$ cat config.mk
export PLATFORM = sky130hd
export DESIGN_NAME = load_resp_duty_tracker
export DESIGN_NICKNAME = d
export VERILOG_FILES = /design/src/rtl/lrdt_pkg.sv /design/src/rtl/lrdt_duty_meter.sv /design/src/rtl/lrdt_rate_prescaler.sv /design/src/rtl/lrdt_level_stepper.sv /design/src/rtl/load_resp_duty_tracker.sv
export SDC_FILE = /design/constraint.sdc
export NUM_CORES = 1
export LEC_CHECK = 0
export BUFFER_PORTS_ARGS = -buffer_cell sky130_fd_sc_hd__buf_2
export CAP_MARGIN = 0
export CORE_ASPECT_RATIO = 1.1
export CORE_MARGIN = 2
export CORE_UTILIZATION = 38
export DETAILED_ROUTE_END_ITERATION = 12
export PLACE_DENSITY_LB_ADDON = 0.12
export SLEW_MARGIN = 25
export SYNTH_ARGS = -nofsm -noshare
export SYNTH_HDL_FRONTEND = slang
export SYNTH_SLANG_ARGS = --single-unit
$ cat constraint.sdc
create_clock -name clk -period 5 [get_ports clk]
set_input_delay 1.5 -clock clk [delete_from_list [all_inputs] [get_ports clk]]
set_output_delay 1.5 -clock clk [all_outputs]
set_load 0.03 [all_outputs]
$ cat src/rtl/lrdt_pkg.sv
package lrdt_pkg;

    typedef enum logic [1:0] {
        ST_START  = 2'd0,
        ST_TRACK  = 2'd1,
        ST_DIRECT = 2'd2
    } mode_e;

    typedef enum logic [1:0] {
        DIR_HOLD = 2'd0,
        DIR_UP   = 2'd1,
        DIR_DOWN = 2'd2
    } step_dir_e;

endpackage

$ cat src/rtl/lrdt_duty_meter.sv
module lrdt_duty_meter #(
    parameter int CYC_LEN = 256,
    localparam int CNT_W = $clog2(CYC_LEN + 1)
) (
    input  logic             clk,
    input  logic             rst_n,
    input  logic             cmp_pwm,
    input  logic             period_wrap,
    output logic [CNT_W-1:0] period_total
);
    localparam logic [CNT_W-1:0] FULL = CNT_W'(CYC_LEN);

    logic [CNT_W-1:0] hi_q;

    // the wrap cycle's own sample is part of the closing period
    assign period_total = hi_q + {{(CNT_W-1){1'b0}}, cmp_pwm};

    always_ff @(posedge clk or negedge rst_n) begin
        if (!rst_n) begin
            hi_q <= '0;
        end else if (period_wrap) begin
            hi_q <= '0;
        end else if (hi_q != FULL) begin
            hi_q <= period_total;
        end
    end
endmodule

$ cat src/rtl/lrdt_rate_prescaler.sv
module lrdt_rate_prescaler #(
    parameter int DIV_W       = 4,
    parameter int ACCEL_SHIFT = 4,
    localparam int PS_W = DIV_W + ACCEL_SHIFT
) (
    input  logic             clk,
    input  logic             rst_n,
    input  logic             period_wrap,
    input  logic             accel,
    input  logic [DIV_W-1:0] rate_div,
    output logic             tick
);
    logic [PS_W-1:0] cnt_q;
    logic [PS_W-1:0] term;

    // last wrap of a group: N in fast mode, N*16+15 in slow mode
    always_comb begin
        if (accel) term = {{ACCEL_SHIFT{1'b0}}, rate_div};
        else       term = {rate_div, {ACCEL_SHIFT{1'b1}}};
    end

    assign tick = period_wrap && (cnt_q >= term);

    always_ff @(posedge clk or negedge rst_n) begin
        if (!rst_n) begin
            cnt_q <= '0;
        end else if (period_wrap) begin
            cnt_q <= tick ? '0 : cnt_q + 1'b1;
        end
    end
endmodule

$ cat src/rtl/lrdt_level_stepper.sv
module lrdt_level_stepper
    import lrdt_pkg::*;
#(
    parameter int CYC_LEN = 256,
    parameter int LEVELS  = 11,
    parameter int BASE    = 5,
    localparam int CNT_W = $clog2(CYC_LEN + 1),
    localparam int LVL_W = $clog2(LEVELS)
) (
    input  logic             clk,
    input  logic             rst_n,
    input  logic             tick,
    input  logic [CNT_W-1:0] period_total,
    output logic [LVL_W-1:0] level
);
    localparam logic [LVL_W-1:0] TOP_LVL = LVL_W'(LEVELS - 1);

    logic [CNT_W-1:0] thr;
    step_dir_e        dir;

    always_comb begin
        thr = CNT_W'(((BASE + int'(level)) * CYC_LEN) / 16);
        if (period_total > thr)      dir = DIR_UP;
        else if (period_total < thr) dir = DIR_DOWN;
        else                         dir = DIR_HOLD;
    end

    always_ff @(posedge clk or negedge rst_n) begin
        if (!rst_n) begin
            level <= '0;
        end else if (tick) begin
            unique case (dir)
                DIR_UP:   if (level != TOP_LVL) level <= level + 1'b1;
                DIR_DOWN: if (level != '0)      level <= level - 1'b1;
                default:  level <= level;
            endcase
        end
    end
endmodule

$ cat src/rtl/load_resp_duty_tracker.sv
module load_resp_duty_tracker
    import lrdt_pkg::*;
#(
    parameter int CYC_LEN     = 256,
    parameter int LEVELS      = 11,
    parameter int DIV_W       = 4,
    parameter int ACCEL_SHIFT = 4,
    localparam int CNT_W = $clog2(CYC_LEN + 1),
    localparam int LVL_W = $clog2(LEVELS)
) (
    input  logic              clk,
    input  logic              rst_n,
    input  logic              cmp_pwm,
    input  logic [LEVELS-1:0] duty_lines,
    input  logic              above_f2,
    input  logic              period_wrap,
    input  logic              accel,
    input  logic [DIV_W-1:0]  rate_div,
    output logic              gate_en,
    output logic [LVL_W-1:0]  duty_level
);
    localparam logic [CNT_W-1:0] FULL = CNT_W'(CYC_LEN);

    logic [CNT_W-1:0] period_total;
    logic             tick;
    mode_e            state, state_nx;

    lrdt_duty_meter #(.CYC_LEN(CYC_LEN)) u_meter (
        .clk(clk), .rst_n(rst_n), .cmp_pwm(cmp_pwm),
        .period_wrap(period_wrap), .period_total(period_total)
    );

    lrdt_rate_prescaler #(.DIV_W(DIV_W), .ACCEL_SHIFT(ACCEL_SHIFT)) u_presc (
        .clk(clk), .rst_n(rst_n), .period_wrap(period_wrap),
        .accel(accel), .rate_div(rate_div), .tick(tick)
    );

    lrdt_level_stepper #(.CYC_LEN(CYC_LEN), .LEVELS(LEVELS)) u_step (
        .clk(clk), .rst_n(rst_n), .tick(tick),
        .period_total(period_total), .level(duty_level)
    );

    always_comb begin
        state_nx = state;
        unique case (state)
            ST_START:  if (period_wrap && period_total < FULL)
                           state_nx = above_f2 ? ST_DIRECT : ST_TRACK;
            ST_TRACK:  if (above_f2)  state_nx = ST_DIRECT;
            ST_DIRECT: if (!above_f2) state_nx = ST_TRACK;
            default:   state_nx = ST_START;
        endcase
    end

    always_ff @(posedge clk or negedge rst_n) begin
        if (!rst_n) state <= ST_START;
        else        state <= state_nx;
    end

    always_comb begin
        unique case (state)
            ST_DIRECT: gate_en = cmp_pwm;
            default:   gate_en = duty_lines[duty_level];
        endcase
    end
endmodule

==> metrics.md <==
| Metric | Value |
|---|---|
| PD cells | 411 nW/µm² |
| Pin count of the biggest net entering global routing | 24 |
| CTS Hold Bufs | 0 |
| Setup Fix Bufs, Post-CTS | 0 |
| Cells after synthesis | 182 |
| Die ar. | 5190 µm² |
| Setup ws final | 374 ps |
| Layout cells sized above 1 | 0.182 |
| Fin. max-slew vios | 0 |
| RSZ-0062 raised after global routing | no |
| DIE HEIGHT | 75.4 µm |
| Setup Viol. Count Final | 0 |
| Cells on worst reg2reg path | 15 |
| Post-synthesis net count | 226 |
| Starting Density | 0.402 |
| Hold Startpoint | u_presc.cnt_q[6] |
| Nature of the critical path endpoint | register |
| Reg2reg end | u_step.level[3] |
| ANT nets after route | 0 |
| CTS sink cnt | 23 |
| HP Class | reg2reg |
| Total number of vias | 1,409 |
| Pre-CTS setup slack | 200 ps |
| R2R setup slack | 1310 ps |
| Slew HR | 0.532 |
| Tcrit/Tclk final | 0.925 |
| Chip width | 68.9 µm |
| Rows | 25 |
| Yosys cell types | 42 |
| DR WL/cell | 14.5 µm |
| Root Buffer Master | clkbuf_8 |
| Post-Syn Area | 1760 µm² |
| Global-route wire length before repair | 6.76 mm |
| Clock transition at the registers of the reported paths | 80 ps |
| DR top layer | met4 |
| Worst hold endpoint | u_presc.cnt_q[6] |
| Met1 wire length | 1.71 mm |
| Buffers on Ports | 25 |
| Peak supply drop | 205 µV |
| H-Tree Level Count | 1 |
| Total GRT Usage | 0.173 |
| Area Growth Syn to Fin | 13.3% |
| Synth top area cells | dfrtp_1 (33%), ha_1 (16%), xor2_1 (4.5%) |
| Fmax | 216 MHz |
| Via/cell ratio | 5.36 |
| Placed wire-length estimate | 3.05 mm |
| Sequential-to-total area share from yosys stat | 0.327 |
| Share of the synthesized area in the top cell type | 0.327 |
| Mapped Avg Cell Area | 9.67 µm² |
| Initial antenna violation count | 0 |
| Clock Tree Buf Depth | 2 |
| IO Count | 26 |
| Clock latency on the worst-skew pair | 270 ps |
| Cell type with the highest aggregate area in the netlist | dfrtp_1 |
| Metal3 WL | 130 µm |
| Critical Path Source Type | primary input |
| Min-Delay Path Depth | 2 |
| Final Hold Vio Count | 0 |
| Met2 Wirelength | 1.91 mm |
| Commonest non-fill, non-tap cells in the layout | buf_2 (25), dfrtp_1 (23), ha_1 (22) |
| Max-Cap Viols | 0 |
| CTS tree | built |
| #FFs+latches synth | 23 |
| Drt pass-1 iters | 4 |
| Antenna cell count | 0 |
| Critical Path AT | 4800 ps |
| Crit path required time | 5180 ps |
| Core Footprint | 4380 µm² |
| DRT iter0 DRCs | 61 |
| Status | complete, no violations |
| Tmin final | 4630 ps |
| Post-CTS sizing | 0 |
| TritonCTS Buffers | 3 |
| Ys Warns | 0 |
| Worst-margin pin slew | 700 ps |
| Total grt overflow | 0 |
| # nets final | 254 |
| Crit Path Class | in2reg |
| Most common cell after layout, fill and taps aside | buf_2 |
| GP Congestion | 0.793 |
| EDFF count, synth | 0 |
| Worst R2R Start | u_meter.hi_q[0] |
| Vias in the first global route | 1,506 |
| Worst-path fanout max | 6 |
| Main flop type after synthesis | dfrtp_1 |
| Drt drc | 0 |
| Setup TNS | 0 ps |
| Post-synthesis async set-or-reset flop share | 1.00 |
| Pleak | 0.000941 µW |
| Worst Clk Skew | 5.02 ps |
| WL final | 3.81 mm |
| Crit. Startpoint | cmp_pwm |
-- Yosys cell counts, types with 2 or more instances --
master	n
xor2_1	9
nand4_1	3
mux2i_1	3
inv_1	12
nand2b_1	10
o31ai_1	2
nand2_1	11
nand3_1	8
o2bb2ai_1	2
dfrtp_1	23
xnor2_1	4
a21oi_1	10
ha_1	22
and2_1	2
mux4_2	2
o21ai_0	6
clkbuf_1	2
o211ai_1	2
nor4_1	2
nor2_1	16
o21a_1	2
a21o_1	2
nor2b_1	8
-- cells by family (layout without fill, tap and decap cells) --
family                   Yosys count  count (layout)  synth area share
AO/OA/AOI/OAI                     38              38             0.168
XOR/XNOR                          13              13            0.0647
adder cells (fa/ha/maj)           23              23             0.168
buffers and inverters             14              41            0.0299
flip-flops                        23              23             0.327
multiplexers                       6               6            0.0490
AND/OR/NAND/NOR                   65              65             0.194
-- cell type report --
type                       count  area [µm²]
clock buffer                   3        41.3
clock inverter                 1        7.51
fill                         426        2380
inverter                      12        45.0
multi-input combinational    145        1130
sequential                    23         576
tap                           54        67.6
timing repair buffer          25         125
-- worst max-delay path by stage --
| stage | end | slack [ps] | depth (start not counted) |
|---|---|---|---|
| finish | u_step.level[3] | 370 | 16 |
| global route | u_step.level[3] | 20 | 16 |
| CTS | u_step.level[3] | 460 | 16 |
| detailed placement | u_step.level[3] | 200 | 16 |
| global placement | u_step.level[3] | 450 | 16 |
| floorplan | u_step.level[3] | 730 | 15 |
-- sequential cells by signal, indices dropped and copies added (netlist names) --
signal / cells
state: 2
u_meter.hi_q: 9
u_presc.cnt_q: 8
u_step.level: 4
-- per-layer routing --
| metal | vias to the layer above | global-route usage |
|---|---|---|
| met4 | 0 | 0.0697 |
| met1 | 662 | 0.214 |
| met2 | 33 | 0.307 |
| met3 | 6 | 0.0192 |
| li1 | 708 | - |
| met5 | - | 0 |
-- metrics by stage --
step           total power (µW)  hold slack (ps)  area, µm²  std cells   util
5_1_grt                     898              618       1990        263  0.455
2_1_floorplan               593              511       1760        182      -
3_3_place_gp                692              538       1950        259  0.444
3_5_place_dp                708              574       1950        259  0.444
4_1_cts                     829              593       1990        263  0.455
6_report                    819              591       1990        263  0.455
-- critical path: stages --
cell,delay [ps]
buf_2,100
ha_1,150
ha_1,200
nand2_1,110
o31ai_1,380
nand2_1,110
ha_1,330
nand4_1,130
o221ai_2,330
inv_1,160
ha_1,300
a21o_1,110
a21oi_1,110
a2111oi_0,500
o21ai_0,150
o211ai_1,140
-- power breakdown --
part	switching, µW	internal, µW
Combinational	231	180
Clock	62.7	56.4
Sequential	67.0	223
Note: power is estimated with default switching activity, not from simulation.
